### src/rtl/rxf_pkg.sv
package rxf_pkg;
  localparam int RXF_DW = 8;

  typedef struct packed {
    logic              spec;
    logic [RXF_DW-1:0] data;
  } rx_entry_t;
endpackage

### src/rtl/rxf_cfg_regs.sv
module rxf_cfg_regs #(
  parameter int ADDR_W   = 4,
  parameter int DW       = 8,
  parameter int CTL_ADDR = 1,
  parameter int CFG_ADDR = 7,
  parameter int SEL_ADDR = 15
) (
  input  logic              clk,
  input  logic              rst_n,
  input  logic              wr_en,
  input  logic [ADDR_W-1:0] wr_addr,
  input  logic [DW-1:0]     wr_data,
  output logic [DW-1:0]     ctl_q,
  output logic [DW-1:0]     reg7_q,
  output logic [DW-1:0]     shadow_q
);
  logic [DW-1:0] sel_q, sel_d, ctl_d, reg7_d, shadow_d;
  logic          hit_ctl, hit_cfg, hit_sel;

  assign hit_ctl = wr_en && (wr_addr == ADDR_W'(CTL_ADDR));
  assign hit_cfg = wr_en && (wr_addr == ADDR_W'(CFG_ADDR));
  assign hit_sel = wr_en && (wr_addr == ADDR_W'(SEL_ADDR));

  always_comb begin
    ctl_d    = ctl_q;
    sel_d    = sel_q;
    reg7_d   = reg7_q;
    shadow_d = shadow_q;
    if (hit_ctl) ctl_d = wr_data;
    if (hit_sel) sel_d = wr_data;
    if (hit_cfg) begin
      if (sel_q[0]) shadow_d = {1'b0, wr_data[DW-2:0]};
      else          reg7_d   = wr_data;
    end
  end

  always_ff @(posedge clk or negedge rst_n) begin
    if (!rst_n) begin
      ctl_q    <= '0;
      sel_q    <= '0;
      reg7_q   <= '0;
      shadow_q <= '0;
    end else begin
      ctl_q    <= ctl_d;
      sel_q    <= sel_d;
      reg7_q   <= reg7_d;
      shadow_q <= shadow_d;
    end
  end
endmodule

### src/rtl/rxf_store.sv
module rxf_store
  import rxf_pkg::*;
#(
  parameter int DEPTH = 8,
  parameter int HALF  = DEPTH / 2,
  localparam int AW   = $clog2(DEPTH),
  localparam int CW   = $clog2(DEPTH + 1)
) (
  input  logic            clk,
  input  logic            rst_n,
  input  logic            push,
  input  rx_entry_t       push_entry,
  input  logic            pop,
  input  logic            err_clr,
  output rx_entry_t       head,
  output logic [CW-1:0]   count,
  output logic            ovr_q,
  output logic [HALF-1:0] spec_win
);
  rx_entry_t       mem [DEPTH];
  logic [AW-1:0]   wr_ptr, rd_ptr, wr_ptr_d, rd_ptr_d;
  logic [CW-1:0]   count_d;
  logic            do_push, do_pop, ovr_d;

  assign do_pop  = pop && (count != '0);
  assign do_push = push && ((count != CW'(DEPTH)) || do_pop);

  always_comb begin
    wr_ptr_d = do_push ? wr_ptr + AW'(1) : wr_ptr;
    rd_ptr_d = do_pop  ? rd_ptr + AW'(1) : rd_ptr;
    count_d  = count + CW'(do_push) - CW'(do_pop);
    if (push && !do_push) ovr_d = 1'b1;
    else if (err_clr)     ovr_d = 1'b0;
    else                  ovr_d = ovr_q;
  end

  always_ff @(posedge clk or negedge rst_n) begin
    if (!rst_n) begin
      wr_ptr <= '0;
      rd_ptr <= '0;
      count  <= '0;
      ovr_q  <= 1'b0;
    end else begin
      wr_ptr <= wr_ptr_d;
      rd_ptr <= rd_ptr_d;
      count  <= count_d;
      ovr_q  <= ovr_d;
    end
  end

  always_ff @(posedge clk) begin
    if (do_push) mem[wr_ptr] <= push_entry;
  end

  assign head = mem[rd_ptr];

  for (genvar k = 0; k < HALF; k++) begin : g_win
    logic [AW-1:0] idx;
    assign idx         = rd_ptr + AW'(k);
    assign spec_win[k] = (CW'(k) < count) && mem[idx].spec;
  end
endmodule

### src/rtl/rxf_irq_gen.sv
module rxf_irq_gen #(
  parameter int DEPTH = 8,
  parameter int HALF  = DEPTH / 2,
  localparam int CW   = $clog2(DEPTH + 1)
) (
  input  logic            rx_ie,
  input  logic            lvl_half,
  input  logic [CW-1:0]   count,
  input  logic [HALF-1:0] spec_win,
  output logic            irq
);
  logic data_cond;

  always_comb begin
    if (lvl_half) data_cond = (count >= CW'(HALF)) || (|spec_win);
    else          data_cond = (count != '0);
    irq = rx_ie && data_cond;
  end
endmodule

### src/rtl/rx_fifo_irq.sv
module rx_fifo_irq
  import rxf_pkg::*;
#(
  parameter int DEPTH   = 8,
  parameter int ADDR_W  = 4,
  parameter int LVL_BIT = 3,
  parameter int IE_BIT  = 4
) (
  input  logic              clk,
  input  logic              rst_n,
  input  logic              wr_en,
  input  logic [ADDR_W-1:0] wr_addr,
  input  logic [7:0]        wr_data,
  input  logic              push,
  input  logic [7:0]        push_data,
  input  logic              push_special,
  input  logic              pop,
  input  logic              err_reset,
  output logic [7:0]        rd_data,
  output logic              rd_special,
  output logic              char_avail,
  output logic              overrun,
  output logic              irq,
  output logic [7:0]        reg7_q,
  output logic [7:0]        shadow_q
);
  localparam int HALF = DEPTH / 2;
  localparam int CW   = $clog2(DEPTH + 1);

  logic [7:0]      ctl_q;
  logic [CW-1:0]   fill_cnt;
  logic [HALF-1:0] spec_win;
  rx_entry_t       in_entry, head;
  logic            rx_ie, lvl_half;

  assign in_entry = '{spec: push_special, data: push_data};
  assign rx_ie    = ctl_q[IE_BIT];
  assign lvl_half = shadow_q[LVL_BIT];

  rxf_cfg_regs #(.ADDR_W(ADDR_W), .DW(8)) u_regs (
    .clk(clk), .rst_n(rst_n), .wr_en(wr_en), .wr_addr(wr_addr),
    .wr_data(wr_data), .ctl_q(ctl_q), .reg7_q(reg7_q), .shadow_q(shadow_q)
  );

  rxf_store #(.DEPTH(DEPTH), .HALF(HALF)) u_store (
    .clk(clk), .rst_n(rst_n), .push(push), .push_entry(in_entry),
    .pop(pop), .err_clr(err_reset), .head(head), .count(fill_cnt),
    .ovr_q(overrun), .spec_win(spec_win)
  );

  rxf_irq_gen #(.DEPTH(DEPTH), .HALF(HALF)) u_irq (
    .rx_ie(rx_ie), .lvl_half(lvl_half), .count(fill_cnt),
    .spec_win(spec_win), .irq(irq)
  );

  assign rd_data    = head.data;
  assign rd_special = head.spec;
  assign char_avail = (fill_cnt != '0);
endmodule

### config.mk
export PLATFORM = sky130hd
export DESIGN_NAME = rx_fifo_irq
export DESIGN_NICKNAME = d
export VERILOG_FILES = /design/src/rtl/rxf_pkg.sv /design/src/rtl/rxf_cfg_regs.sv /design/src/rtl/rxf_store.sv /design/src/rtl/rxf_irq_gen.sv /design/src/rtl/rx_fifo_irq.sv
export SDC_FILE = /design/constraint.sdc
export NUM_CORES = 1
export LEC_CHECK = 0
export ABC_AREA = 1
export BUFFER_PORTS_ARGS = -buffer_cell sky130_fd_sc_hd__buf_2
export CORE_ASPECT_RATIO = 0.8
export CORE_UTILIZATION = 45
export CTS_CLUSTER_DIAMETER = 120
export CTS_CLUSTER_SIZE = 30
export DETAILED_ROUTE_END_ITERATION = 10
export GPL_ROUTABILITY_DRIVEN = 0
export SLEW_MARGIN = 10
export SYNTH_ARGS = -nofsm -noshare
export SYNTH_HDL_FRONTEND = slang
export SYNTH_SLANG_ARGS = --single-unit
### constraint.sdc
create_clock -name clk -period 2.7 [get_ports clk]
set_input_delay 0.27 -clock clk [delete_from_list [all_inputs] [get_ports clk]]
set_output_delay 0.27 -clock clk [all_outputs]
set_load 0.02 [all_outputs]
# Word-level counts from Yosys, hierarchy flattened
# Memory sizes are Yosys's and may differ from the RTL's.
# Index checks and enable logic that the tools add are counted.
dict set report word_totals {
  register_bits 32
  ram_bits 72
  inputBits 27
  output_inout_bits 28
  elab_cells 49
  memories 1
}
dict set report classes {
  add_sub_neg 6
  n_lt_le_gt_ge 5
  n_eq_ne 4
  muxes 5
  n_bitwise 1
  reduce_logical 19
}
# name words word_bits read_ports rd_clocked_by_memory_dff wr line_no
set memory_table {}
lappend memory_table {u_store.mem 8 9 4 0 1 rxf_store.sv:20} ;# rx_entry_t mem [DEPTH];
# operator n
set op_table {}
lappend op_table {{logical AND 1 bit} 11}
lappend op_table {{less-than comparator 1 x 4 -> 1 bit, first input constant} 2}
lappend op_table {{less-than comparator 2 x 4 -> 1 bit, first input constant} 2}
lappend op_table {{adder 3 x 1 -> 3 bit, second input constant} 2}
lappend op_table {{adder 3 x 2 -> 3 bit, second input constant} 2}
lappend op_table {{2-to-1 mux 1 bit} 5}
lappend op_table {{adder 4 x 1 -> 4 bit} 1}
lappend op_table {{== test 4 x 1 -> 1 bit, second input constant} 1}
lappend op_table {{== test 4 x 3 -> 1 bit, second input constant} 1}
lappend op_table {{== test 4 bit, second input constant} 1}
lappend op_table {{>= comparator 4 x 3 -> 1 bit, second input constant} 1}
lappend op_table {{inequality test 4 bit, second input constant} 1}
lappend op_table {{AND reduction 2 bit} 2}
lappend op_table {{nonzero test 4 bit} 1}
lappend op_table {{OR reduction 4 bit} 1}
lappend op_table {{subtractor 4 x 1 -> 4 bit} 1}
lappend op_table {{logical OR 1 bit} 2}
lappend op_table {{nonzero test 2 bit} 1}
lappend op_table {{zero test 1 bit} 1}
lappend op_table {{NOT 1 bit} 1}

# Depth between registers and ports, before layout
# Gate-level depths: netlist of run 1.
dict set report logic_depth {
  word_depth 7
  ltp_mapped 12
  mapped_depth_nobuf 11
}

# Modules after synthesis
# From an unflattened synthesis of run 1, not the netlist that was laid out.
dict set report hier_totals {
  cells_unflattened 496
  hier_area_um2 4954.8
}
# mod instances cells_per_inst area_per_inst_um2 seq_area_each_um2
set by_module_without_submodules {}
lappend by_module_without_submodules {rxf_store 1 369 3811.2 2437.3}
lappend by_module_without_submodules {rxf_cfg_regs 1 114 1091.0 600.6}
lappend by_module_without_submodules {rxf_irq_gen 1 10 41.3 0.0}
lappend by_module_without_submodules {rx_fifo_irq 1 3 11.3 0.0}

# Least setup slack after synthesis of run 1
# No wires, ideal clock.
dict set report synth_path {
  kind {reg2out}
  from {register u_store.rd_ptr[0]}
  to {output irq}
  arrival_time_ns 1.720
  t_required_ns 2.430
  slack_ns 0.710
  path_stages_with_launch 13
  path_buffers 2
  path_cell_list {dfrtp_1 -> inv_2 -> buf_6 -> buf_4 -> ha_1 -> inv_1 -> nor2_1 -> o21ai_1 -> nand3_1 -> nand2_1 -> nand2_1 -> nand2_1 -> a21oi_2}
}
dict set report synth_via {
  elab_chain_len 7
  word_cells_on_any_way 12
  cone_classes {add/sub: 3; mux: 1; reduce/logical: 7; memory: 1}
}
# item line_no
set synth_lines {}
lappend synth_lines {{start, declared} rxf_store.sv:21} ;# logic [AW-1:0] wr_ptr, rd_ptr, wr_ptr_d, rd_ptr_d;
lappend synth_lines {{start signal, assigned} rxf_store.sv:45} ;# rd_ptr <= rd_ptr_d;
lappend synth_lines {{adder 3 x 1 -> 3 bit} rxf_store.sv:59} ;# assign idx = rd_ptr + AW'(k);
lappend synth_lines {{net u_store.g_win[1].idx[0]} rxf_store.sv:58} ;# logic [AW-1:0] idx;
lappend synth_lines {{memory read (8 x 9 bit)} n/a}
lappend synth_lines {{logical AND 1 bit} rxf_store.sv:60} ;# assign spec_win[k] = (CW'(k) < count) && mem[idx].spec;
lappend synth_lines {{OR reduction 4 bit} rxf_irq_gen.sv:15} ;# if (lvl_half) data_cond = (count >= CW'(HALF)) || (|spec_win);
lappend synth_lines {{logical OR 1 bit} rxf_irq_gen.sv:15}
lappend synth_lines {{2-to-1 mux 1 bit} rxf_irq_gen.sv:15}
lappend synth_lines {{logical AND 1 bit} rxf_irq_gen.sv:17} ;# irq = rx_ie && data_cond;
lappend synth_lines {{end, declared} rx_fifo_irq.sv:23} ;# output logic irq,
# The timed path passes the listed nets, and every way through them passes these cells.

# Worst setup path after layout of run 1
# Ends and elaborated chain as after synthesis.

==> results of run 1 <==
==> cell families after synthesis <==
| family | synth area share (%) |
|---|---|
| and+or+nand+nor | 14.5 |
| buffers and inverters | 5.15 |
| xor gates and xnor gates | 1.19 |
| muxes | 0.262 |
| adders and majority gates | 3.09 |
| other | 0.0873 |
| AOI/OAI and AO/OA | 9.09 |
| DFF | 66.6 |
==> report_power, final <==
| group | switching (uW) | internal [uW] |
|---|---|---|
| Sequential | 118 | 1930 |
| Combinational | 1380 | 698 |
| Clock | 539 | 718 |
| Total | 2030 | 3350 |
==> worst max-delay path, stage by stage (launching register included) <==
cell and delay [ns]:
dfrtp_1 0.40, inv_2 0.32, ha_1 0.30, inv_1 0.12, nand2_1 0.08, nand3_1 0.07
nand2_1 0.05, nand2_1 0.06, nand2_1 0.06, a21oi_2 0.11, buf_2 0.16
==> cells in the final DEF, fill, tap and decap left out, types with 2 or more instances in the layout <==
| cell | synthesis | routed |
|---|---|---|
| xnor2_1 | 3 | 3 |
| dfrtp_1 | 28 | 28 |
| o22ai_1 | 17 | 17 |
| inv_1 | 27 | 27 |
| nand4_1 | 2 | 2 |
| o21ai_0 | 34 | 34 |
| nor2_2 | 5 | 5 |
| nand2_2 | 3 | 3 |
| nand2_1 | 76 | 76 |
| clkinv_4 | 0 | 3 |
| buf_2 | 6 | 53 |
| nor2_1 | 42 | 42 |
| inv_2 | 2 | 2 |
| ha_1 | 9 | 9 |
| nand3_1 | 16 | 16 |
| clkbuf_16 | 0 | 9 |
| buf_4 | 6 | 11 |
| o21ai_1 | 20 | 20 |
| edfxtp_1 | 72 | 72 |
==> registers in the layout (all words and copies together) (netlist names) <==
name,flops
u_regs.sel_q,1
u_regs.reg7_q,8
u_store.mem,72
u_store.wr_ptr,3
u_store.ovr_q,1
u_store.count,4
u_regs.shadow_q,7
u_regs.ctl_q,1
u_store.rd_ptr,3
==> layer usage <==
metal	vias to the layer above	part of all wire (%)	wire, um	GRT usage [%]
met4	0	0.51	45	5.04
li1	1426	-	-	-
met5	-	0	0	0
met1	1337	46	4030	25.4
met3	4	7.8	688	7.59
met2	84	46	4010	28.2
==> cell type report <==
cell class	instances	area [um2]	area share (%)
Clock buffer	10	229	4.60
Clock inverter	5	63.8	1.28
Inverter	29	109	2.19
Multi-Input combinational cell	238	1210	24.4
Sequential cell	100	2860	57.5
Tap cell	115	144	2.89
Timing Repair Buffer	65	358	7.19
==> worst min-delay path by stage <==
stage	startpoint	to	slack (ns)	depth (start not counted)
floorplan	rst_n	u_regs.ctl_q[4]$_DFFE_PN0P_	-0.03	0
global placement	rst_n	u_store.rd_ptr[1]$_DFFE_PN0P_	0.32	1
detailed placement	rst_n	u_store.rd_ptr[2]$_DFFE_PN0P_	0.33	1
CTS	err_reset	u_store.ovr_q$_DFFE_PN0P_	0.12	2
global route	err_reset	u_store.ovr_q$_DFFE_PN0P_	0.13	2
finish	err_reset	u_store.ovr_q$_DFFE_PN0P_	0.13	2
==> metrics by stage <==
stage	util (%)	hold WS (ns)	total power, uW	worst slack (ns)	area, um2
final	54.4	0.133	5380	0.349	4980
after global routing	54.4	0.131	5770	0.162	4980
after CTS	54.4	0.119	5440	0.329	4980
after detailed placement	51.1	0.326	4170	0.570	4680
after global placement	51.1	0.319	4160	0.589	4680
after floorplan	-	-0.0256	3610	0.710	4300
==> cells in the mapped netlist, types with 2 or more instances <==
master	instances	area [um2]
nand2_1	76	285
edfxtp_1	72	2160
nor2_1	42	158
o21ai_0	34	170
dfrtp_1	28	701
inv_1	27	101
o21ai_1	20	100
o22ai_1	17	106
nand3_1	16	80.1
ha_1	9	113
buf_2	6	30.0
buf_4	6	45.0
nor2_2	5	31.3
clkbuf_1	3	11.3
nand2_2	3	18.8
xnor2_1	3	26.3
buf_6	2	22.5
inv_2	2	7.51
nand4_1	2	12.5
==> summary.txt, run 1 <==
Run status
  • Status: complete, but fails checks
  • Failing checks: DRC

Drt
  • DRT Pass-1 Iters: 7
  • DRT antenna net count: 0
  • WL per Instance: between 15 and 20 um
  • # DRC: 2
  • Vias: approximately 2900
  • 1st-iter DRT viols: 137
  • Final wirelength: a little under 9000 um
  • Routed vias/inst: 5.07

STA
  • FMAX: around 430 MHz
  • Final setup vio count: 0
  • Slew Limit Fails: 0
  • Fin Clk Skew: 0.00948 ns
  • RSZ-0062 raised after global routing: no
  • Max_slew headroom: ~56%
  • Worst-margin pin slew: ~0.66 ns
  • Fin crit share: approximately 87%
  • Final hold vios: 0
  • Final setup TNS: 0 ns
  • Min Tclk post-route: ~2.4 ns

Yosys
  • Post-synth EDFFs: 72
  • Netlist cell types: 31
  • Syn avg cell area: around 11 um2
  • Asr flop ratio synth: between 20 and 30%
  • Yosys Warn Count: 0
  • Synth Flop Type: edfxtp_1
  • Net Count, Synth: between 400 and 500
  • Cells after synthesis: approximately 390
  • Post-synthesis sequential area ratio: about two thirds
  • Post-Synthesis Cell Area: around 0.0043 mm2
  • Seq cells post-synth: 100

Die
  • Chip Width: roughly 110 um
  • Starting Density: 46.9%
  • Row cnt: 31
  • Die H: ~89 um
  • Die ar.: about 0.0099 mm2
  • IO Pins: between 50 and 60
  • Core footprint: slightly above 0.009 mm2

Critical path
  • Data required time of the worst path: approximately 2.4 ns
  • Reg2Reg Capture Point: u_store.mem[6][1]$_DFFE_PP_
  • CP Launch Point: u_store.rd_ptr[0]$_DFFE_PN0P_
  • R2r worst-path depth: 8
  • Critical Path Start Type: flop
  • Reg-to-reg setup timing slack: roughly 0.60 ns
  • R2R Path Start: u_store.count[2]$_DFF_PN0_
  • Worst Setup EP: irq
  • Critical path capture point type: output port
  • WS Path Type: reg -> out
  • Crit-path max FO: 23
  • Arrival time at the worst endpoint: around 2.1 ns

Cells and area
  • Final net count: 480
  • Area growth syn-to-layout: 15.9%
  • Ant. Diodes: 0
  • Filler Cell Count: ~790
  • Non-filler cells in the finished layout: around 560
  • Layout cells sized above 1: a little over a fifth

Worst hold path
  • Worst Hold Class: in -> reg

Place
  • DP Cell Count: 546
  • # port buffers: 53
  • DP HPWL: between 5000 and 6000 um

Global routing
  • Largest net degree at the start of global routing: 41
  • Initial antenna violation count: 0
  • First-pass GRT wire length: ~14000 um
  • GRT Total Usage: between 10% and 20%
  • Number of global-route vias before repair: 2564
  • Total grt overflow: 0

Clock network
  • CTS buffer count: 9
  • CTS root buf: clkbuf_16
  • H-tree depth: 3
  • Post-CTS Setup Inserts: 0
  • Clock Sinks: 100
  • Cts repair resizes: 0
  • Max Root-Sink Buffers: 2
  • CTS tree: built
  • Clk Latency, worst-skew pair: about 0.35 ns
  • Reg clk slew, reported paths: roughly 0.06 ns
  • CTS Hold Bufs: 1

Flow run
  • # Max-Cap Violations: 0

Pwr
  • VDD IR max: roughly 500 uV
  • Pwr dens: 1080 mW/mm2
  • LEAKAGE: between 0.002 and 0.0025 uW
Note: power is estimated with default switching activity, not from simulation.
==> run 2: changes to the inputs <==
--- a/config.mk
+++ b/config.mk
@@ -7,7 +7,7 @@
 export LEC_CHECK = 0
 export ABC_AREA = 1
 export BUFFER_PORTS_ARGS = -buffer_cell sky130_fd_sc_hd__buf_2
-export CORE_ASPECT_RATIO = 0.8
+export CORE_ASPECT_RATIO = 0.7
 export CORE_UTILIZATION = 45
 export CTS_CLUSTER_DIAMETER = 120
 export CTS_CLUSTER_SIZE = 30
==> constraint.sdc (replaced) <==
create_clock -name clk -period 2.5 [get_ports clk]
set_input_delay 0.25 -clock clk [delete_from_list [all_inputs] [get_ports clk]]
set_output_delay 0.25 -clock clk [all_outputs]
set_load 0.02 [all_outputs]
==> summary.txt, run 2 (synthesized netlist as in run 1, its figures left out) <==
Run status
  • Status: finished clean

Clock network
  • Max Root-Sink Buffers: 2 (unchanged)
  • Post-CTS Setup Inserts: 0 (unchanged)
  • CTS Hold Bufs: 1 (unchanged)
  • CTS tree: built
  • H-tree depth: 3 (unchanged)
  • Clk Latency, worst-skew pair: 0.35 ns (about the same)
  • CTS buffer count: 9 (unchanged)
  • CTS root buf: clkbuf_16
  • Reg clk slew, reported paths: 0.07 ns (about the same)
  • Cts repair resizes: 0 (unchanged)
  • Clock Sinks: 100 (unchanged)

STA
  • Worst-margin pin slew: 0.632 ns (-0.0240 ns)
  • Fin worst setup slack: 0.244 ns (-0.104 ns)
  • Final hold vios: 0 (unchanged)
  • RSZ-0062 raised after global routing: no
  • FMAX: 443 MHz
  • Min Tclk post-route: ~2.3 ns
  • Max_slew headroom: 57.9% (+1.6 points)
  • Final setup TNS: 0 ns (unchanged)
  • Fin crit share: between 90% and 100%
  • Final setup vio count: 0 (unchanged)
  • Fin Clk Skew: 0.0100 ns (+0.000560 ns)
  • Slew Limit Fails: 0 (unchanged)

Critical path
  • Crit path top cell by count: nand2_1
  • Crit-path cells: inv_2 -> ha_1 -> inv_1 -> nor2_1 -> o21ai_1 -> nand3_1 -> nand2_1 -> nand2_1 -> nand2_1 -> a21oi_2 -> buf_2
  • Reg-to-reg setup timing slack: 0.41 ns (-0.19 ns)
  • Slowest cell on the critical path: dfrtp_1
  • Arrival time at the worst endpoint: 2.01 ns (-0.07 ns)
  • Data required time of the worst path: 2.25 ns (-0.18 ns)
  • CP delay by family, top: buffers and inverters
  • Buf+Inv Stages, Crit Path: 3 (unchanged)
  • Max incr delay on CP: 0.42 ns (+0.02 ns)
  • WS Path Type: reg -> out
  • Critical path capture point type: output port
  • Critical Path Start Type: flop
  • Crit-path max FO: 15 (-35%)

Drt
  • DRT Pass-1 Iters: 5 (-2)
  • # DRC: 0 (-2)
  • Vias: 2957 (+3.7%)
  • Final wirelength: 9310 um (+6.1%)
  • 1st-iter DRT viols: 229 (+67%)
  • DRT antenna net count: 0 (unchanged)
  • WL per Instance: 16.2 um (+3.9%)
  • Routed vias/inst: 5.15 (+1.5%)

Cells and area
  • Layout cells sized above 1: 21.3% (+0.30 points)
  • Biggest regs: u_store.mem: 72 flops, u_regs.reg7_q: 8 flops, u_regs.shadow_q: 7 flops
  • Most frequent cells in the layout: 76 x nand2_1, 72 x edfxtp_1, 53 x buf_2
  • Filler Cell Count: 807 (+1.9%)
  • Max reg flops: 72 (unchanged)
  • Final net count: 482 (+0.42%)
  • Commonest non-fill, non-tap cell in the layout: nand2_1
  • Non-filler cells in the finished layout: 574 (+2.1%)
  • Top reg by flops: u_store.mem
  • Area growth syn-to-layout: 16.6%
  • Ant. Diodes: 0 (unchanged)

Die
  • Chip Width: 119 um (+6.8%)
  • Core footprint: 0.00918 mm2 (+0.29%)
  • Starting Density: 46.8% (-0.13 points)
  • Row cnt: 29 (-6.5%)
  • IO Pins: 55 (unchanged)
  • Die H: 83.8 um (-6.3%)
  • Die ar.: 0.00995 mm2 (about the same)

Global routing
  • Largest net degree at the start of global routing: 40 (-2.4%)
  • Initial antenna violation count: 0 (unchanged)
  • Total grt overflow: 0 (unchanged)
  • Number of global-route vias before repair: 2719 (+6.0%)
  • GRT Total Usage: 20.1% (+1.4 points)
  • First-pass GRT wire length: 14800 um (+8.5%)

Place
  • Pre-CTS setup slack: 0.425 ns (-0.145 ns)
  • # port buffers: 53 (unchanged)
  • DP Cell Count: 557 (+2.0%)
  • DP HPWL: 6220 um (+7.3%)

Flow run
  • # Max-Cap Violations: 0 (unchanged)

Pwr
  • Pwr dens: 1180 mW/mm2 (+9.2%)
  • VDD IR max: 462 uV (-8.9%)
  • LEAKAGE: 0.00211 uW (+0.74%)

Worst hold path
  • Worst Hold Class: in -> reg
-- run 2: cell count changes in the layout (fill, tap and decap cells not counted) --
cell      previous run  this run
buf_4               11        13
clkbuf_1             1         0
clkinv_1             0         2
clkinv_4             3         0
inv_6                0         2
inv_8                0         1
-- run 2: stage by stage --
stage / utilization (%) / hold WS, ns / power (uW) / instance area [um2]
3_5_place_dp: 51.2 / 0.312 / 4520 / 4700
3_3_place_gp: 51.2 / 0.307 / 4470 / 4700
5_1_grt: 54.6 / 0.106 / 6280 / 5010
6_report: 54.6 / 0.108 / 5920 / 5010
2_1_floorplan: - / -0.0456 / 3890 / 4300
4_1_cts: 54.6 / 0.103 / 5950 / 5010
-- run 2: final cells by class --
cell class                 instances  area [um2]  share of cell area (%)
inverter                          29         109                    2.17
sequential                       100        2860                    57.1
clock inverter                     7        73.8                    1.47
timing repair buffer              67         373                    7.44
clock buffer                       9         225                    4.49
multi-input combinational        238        1210                    24.2
tap                              124         155                    3.10
-- run 2: final timing paths --
kind / cells past startpoint / from / end
max in group asynchronous: 2 / rst_n / u_store.wr_ptr[2]$_DFFE_PN0P_
setup reg to reg: 11 / u_store.count[2]$_DFF_PN0_ / u_store.count[2]$_DFF_PN0_
hold / removal: 2 / err_reset / u_store.ovr_q$_DFFE_PN0P_
min in group asynchronous: 2 / rst_n / u_regs.shadow_q[0]$_DFFE_PN0P_
hold reg to reg: 2 / u_regs.reg7_q[1]$_DFFE_PN0P_ / u_regs.reg7_q[1]$_DFFE_PN0P_
setup / recovery: 11 / u_store.rd_ptr[0]$_DFFE_PN0P_ / irq
-- run 2: power by group --
part           internal [uW]  switching [uW]  total [uW]
clock                    784             621        1400
combinational            766            1520        2290
sequential              2090             133        2220
-- run 2: worst reg2reg max path, cell delays in order (launching register included) --
cell and delay [ns]:
dfrtp_1 0.36, inv_1 0.09, ha_1 0.19, nand2_2 0.09, nand2_4 0.11, inv_1 0.05, ha_1 0.26, inv_1 0.07
ha_1 0.17, inv_1 0.06, fa_1 0.38, xnor2_1 0.14
-- run 2: routing by layer --
metal | GRT usage (%) | share of wire [%] | vias to the layer above | routed length [um]
li1 | - | - | 1434 | -
met1 | 31.1 | 50 | 1418 | 4690
met5 | 0 | 0 | - | 0
met4 | 6.79 | 1.3 | 0 | 124
met2 | 26.8 | 41 | 92 | 3820
met3 | 5.74 | 7.3 | 13 | 679
==> run 3: changes to the inputs <==
--- a/config.mk
+++ b/config.mk
@@ -5,7 +5,6 @@
 export SDC_FILE = /design/constraint.sdc
 export NUM_CORES = 1
 export LEC_CHECK = 0
-export ABC_AREA = 1
 export BUFFER_PORTS_ARGS = -buffer_cell sky130_fd_sc_hd__buf_2
 export CORE_ASPECT_RATIO = 0.7
 export CORE_UTILIZATION = 45
==> summary.txt, run 3 <==
Run status
  • Status: finished clean

Drt
  • Routed vias/inst: 5.10 (-0.95%)
  • Vias: 2235 (-24%)
  • Top Layer Used: met4
  • WL met1: 3720 um (-21%)
  • DRT Pass-1 Iters: 4 (-1)
  • Met3 Routed Length: 313 um (-54%)
  • Final wirelength: 7650 um (-18%)
  • 1st-iter DRT viols: 119 (-48%)
  • Met2 wire len: 3560 um (-7.0%)
  • # DRC: 0 (unchanged)
  • WL per Instance: 17.5 um (+7.7%)
  • DRT antenna net count: 0 (unchanged)

Critical path
  • Data required time of the worst path: 2.25 ns (about the same)
  • Crit-path max FO: 22 (+7)
  • Critical Path Start Type: flop
  • Arrival time at the worst endpoint: 2.12 ns (+0.11 ns)
  • Critical path capture point type: output port
  • R2R Path Start: u_store.count[1]$_DFF_PN0_
  • WS Path Type: reg -> out
  • Reg-to-reg setup timing slack: 0.28 ns (-0.13 ns)
  • CP Launch Point: u_store.rd_ptr[0]$_DFFE_PN0P_

Yosys
  • Yosys Warn Count: 0 (unchanged)
  • Net Count, Synth: 273 (-35%)
  • Syn avg cell area: 18.1 um2 (+63%)
  • Netlist cell types: 35 (+13%)
  • Synth Flop Type: edfxtp_1
  • Top-area cell type share of the netlist area: 50.5% (+0.18 points)
  • Seq cells post-synth: 100 (unchanged)
  • Cells after synthesis: 236 (-39%)
  • Post-Synthesis Cell Area: 0.00428 mm2 (-0.35%)
  • Post-synthesis sequential area ratio: 66.9% (+0.23 points)
  • Post-synth EDFFs: 72 (unchanged)
  • Asr flop ratio synth: 28.0% (unchanged)
  • Synth cell count leaders: 72 x edfxtp_1, 28 x dfrtp_1, 27 x mux2_2, 15 x mux4_1, 14 x inv_1
  • Yosys top cell by area: edfxtp_1
  • Synth area leaders: edfxtp_1 50%, dfrtp_1 16%, mux4_1 9.2%
  • Cell with the most instances after synthesis: edfxtp_1

Cells and area
  • Max reg flops: 72 (unchanged)
  • Final net count: 346 (-28%)
  • Non-filler cells in the finished layout: 438 (-24%)
  • Most frequent cells in the layout: 72 x edfxtp_1, 52 x buf_2, 27 x mux2_2
  • Biggest regs: u_store.mem: 72 flops, u_regs.reg7_q: 8 flops, u_regs.shadow_q: 7 flops
  • Layout cells sized above 1: 39.8% (+18 points)
  • Commonest non-fill, non-tap cell in the layout: edfxtp_1
  • Top reg by flops: u_store.mem
  • Ant. Diodes: 0 (unchanged)
  • Area growth syn-to-layout: 18.5%

Worst hold path
  • Worst Hold Class: in -> reg
  • Hold path start: err_reset

Place
  • Pre-CTS setup slack: 0.297 ns (-0.128 ns)
  • # port buffers: 53 (unchanged)
  • DP HPWL: 5270 um (-15%)
  • DP Cell Count: 420 (-25%)

Global routing
  • First-pass GRT wire length: 12600 um (-15%)
  • Number of global-route vias before repair: 2342 (-14%)
  • GRT Total Usage: 17.2% (-3.0 points)
  • Initial antenna violation count: 0 (unchanged)
  • Largest net degree at the start of global routing: 29 (-28%)
  • Total grt overflow: 0 (unchanged)

Clock network
  • Clk Latency, worst-skew pair: 0.34 ns (about the same)
  • CTS root buf: clkbuf_16
  • CTS tree: built
  • Max Root-Sink Buffers: 2 (unchanged)
  • Clock Sinks: 100 (unchanged)
  • Reg clk slew, reported paths: 0.07 ns (about the same)
  • H-tree depth: 3 (unchanged)
  • CTS buffer count: 9 (unchanged)

STA
  • Final setup vio count: 0 (unchanged)
  • Max_slew headroom: 53.5% (-4.4 points)
  • RSZ-0062 raised after global routing: no
  • Fin crit share: 94.7% (+4.5 points)
  • Worst-margin pin slew: 0.694 ns (+0.0621 ns)
  • Fin worst setup slack: 0.131 ns (-0.113 ns)
  • Final hold vios: 0 (unchanged)
  • Slew Limit Fails: 0 (unchanged)
  • FMAX: 422 MHz (-4.8%)
  • Fin Clk Skew: 0.00475 ns (-0.00529 ns)
  • Final setup TNS: 0 ns (unchanged)
  • Min Tclk post-route: 2.37 ns (+0.113 ns)

Die
  • Die H: 83.6 um (-0.17%)
  • Chip Width: 119 um (-0.17%)
  • Die ar.: 0.00991 mm2 (-0.35%)
  • IO Pins: 55 (unchanged)
  • Row cnt: 29 (unchanged)
  • Core footprint: 0.00914 mm2 (-0.40%)
  • Starting Density: 46.8% (about the same)

Pwr
  • Clk pwr share: 22.1% (-1.6 points)
  • Pwr dens: 1130 mW/mm2 (-4.3%)
  • Part of the power in registers: 40.3% (+2.7 points)
  • Sw power: 1880 uW (-17%)
  • Internal power: 3850 uW (+5.7%)
  • Sw Ratio: 32.8% (-5.7 points)
  • Logic pwr share: 37.5% (-1.2 points)
  • LEAKAGE: 0.00204 uW (-3.3%)
  • VDD IR max: 549 uV (+19%)

Flow run
  • # Max-Cap Violations: 0 (unchanged)
-- run 3: cell families after synthesis --
kind of cell / after synthesis / synth area share, %
flops: 100 / 66.9
mux: 53 / 20.0
simple gates: 34 / 4.09
buf+inv: 23 / 2.98
fa+ha+maj: 10 / 3.10
compound gates: 8 / 1.40
xor+xnor: 7 / 1.43
other cells: 1 / 0.0876
-- run 3: critical path, stage by stage, from the launching register on --
cell and delay [ns]:
dfrtp_2 0.41, buf_12 0.20, mux2i_1 0.24, o22ai_1 0.11, o311ai_0 0.43, o221ai_1 0.20
buf_4 0.20
-- run 3: area by class of cell --
type	instances	area [um2]
inverter	14	52.6
clock inverter	7	52.6
tap	124	155
timing repair buffer	71	418
fill	762	4070
multi-input combinational	113	1300
sequential	100	2870
clock buffer	9	225
-- run 3: per-layer routing --
metal  GRT usage [%]  vias to the layer above
met4            3.11                        0
li1                -                     1055
met5               0                        -
met3            5.94                        5
met2            26.5                       32
met1            23.8                     1143
-- run 3: per-stage QoR --
step | hold slack, ns | power [uW] | utilization (%) | instance area (um2)
finish | 0.119 | 5730 | 55.5 | 5070
global placement | 0.309 | 4450 | 52.1 | 4760
CTS | 0.115 | 5770 | 55.3 | 5060
global route | 0.142 | 6080 | 55.5 | 5070
detailed placement | 0.315 | 4480 | 52.1 | 4760
floorplan | -0.0456 | 3860 | - | 4280
-- run 3: path summary, 6_finish.rpt --
check                                           endpoint  cells after the start
setup / recovery                                     irq                      6
hold / removal                 u_store.ovr_q$_DFFE_PN0P_                      2
setup reg to reg              u_store.count[2]$_DFF_PN0_                     10
hold reg to reg             u_regs.reg7_q[7]$_DFFE_PN0P_                      1
max in group asynchronous  u_store.rd_ptr[2]$_DFFE_PN0P_                      2
min in group asynchronous   u_regs.reg7_q[7]$_DFFE_PN0P_                      2
-- run 3: repair_timing --
item,4_1_cts,5_1_grt
endpoints found under the hold margin,28,0
setup endpoints to repair,1,1
pin swaps,0,1
hold buffers,1,0
gates resized for setup,1,4
setup buffers,1,0
-- run 3: power groups by stage --
| stage | Sequential (uW) | Clock, uW | Combinational [uW] |
|---|---|---|---|
| 2_1_floorplan | 2350 | 0 | 1510 |
| 3_3_place_gp | 2340 | 0 | 2110 |
| 3_5_place_dp | 2340 | 0 | 2130 |
| 4_1_cts | 2310 | 1300 | 2160 |
| 5_1_grt | 2350 | 1370 | 2360 |
| 6_report | 2310 | 1270 | 2150 |
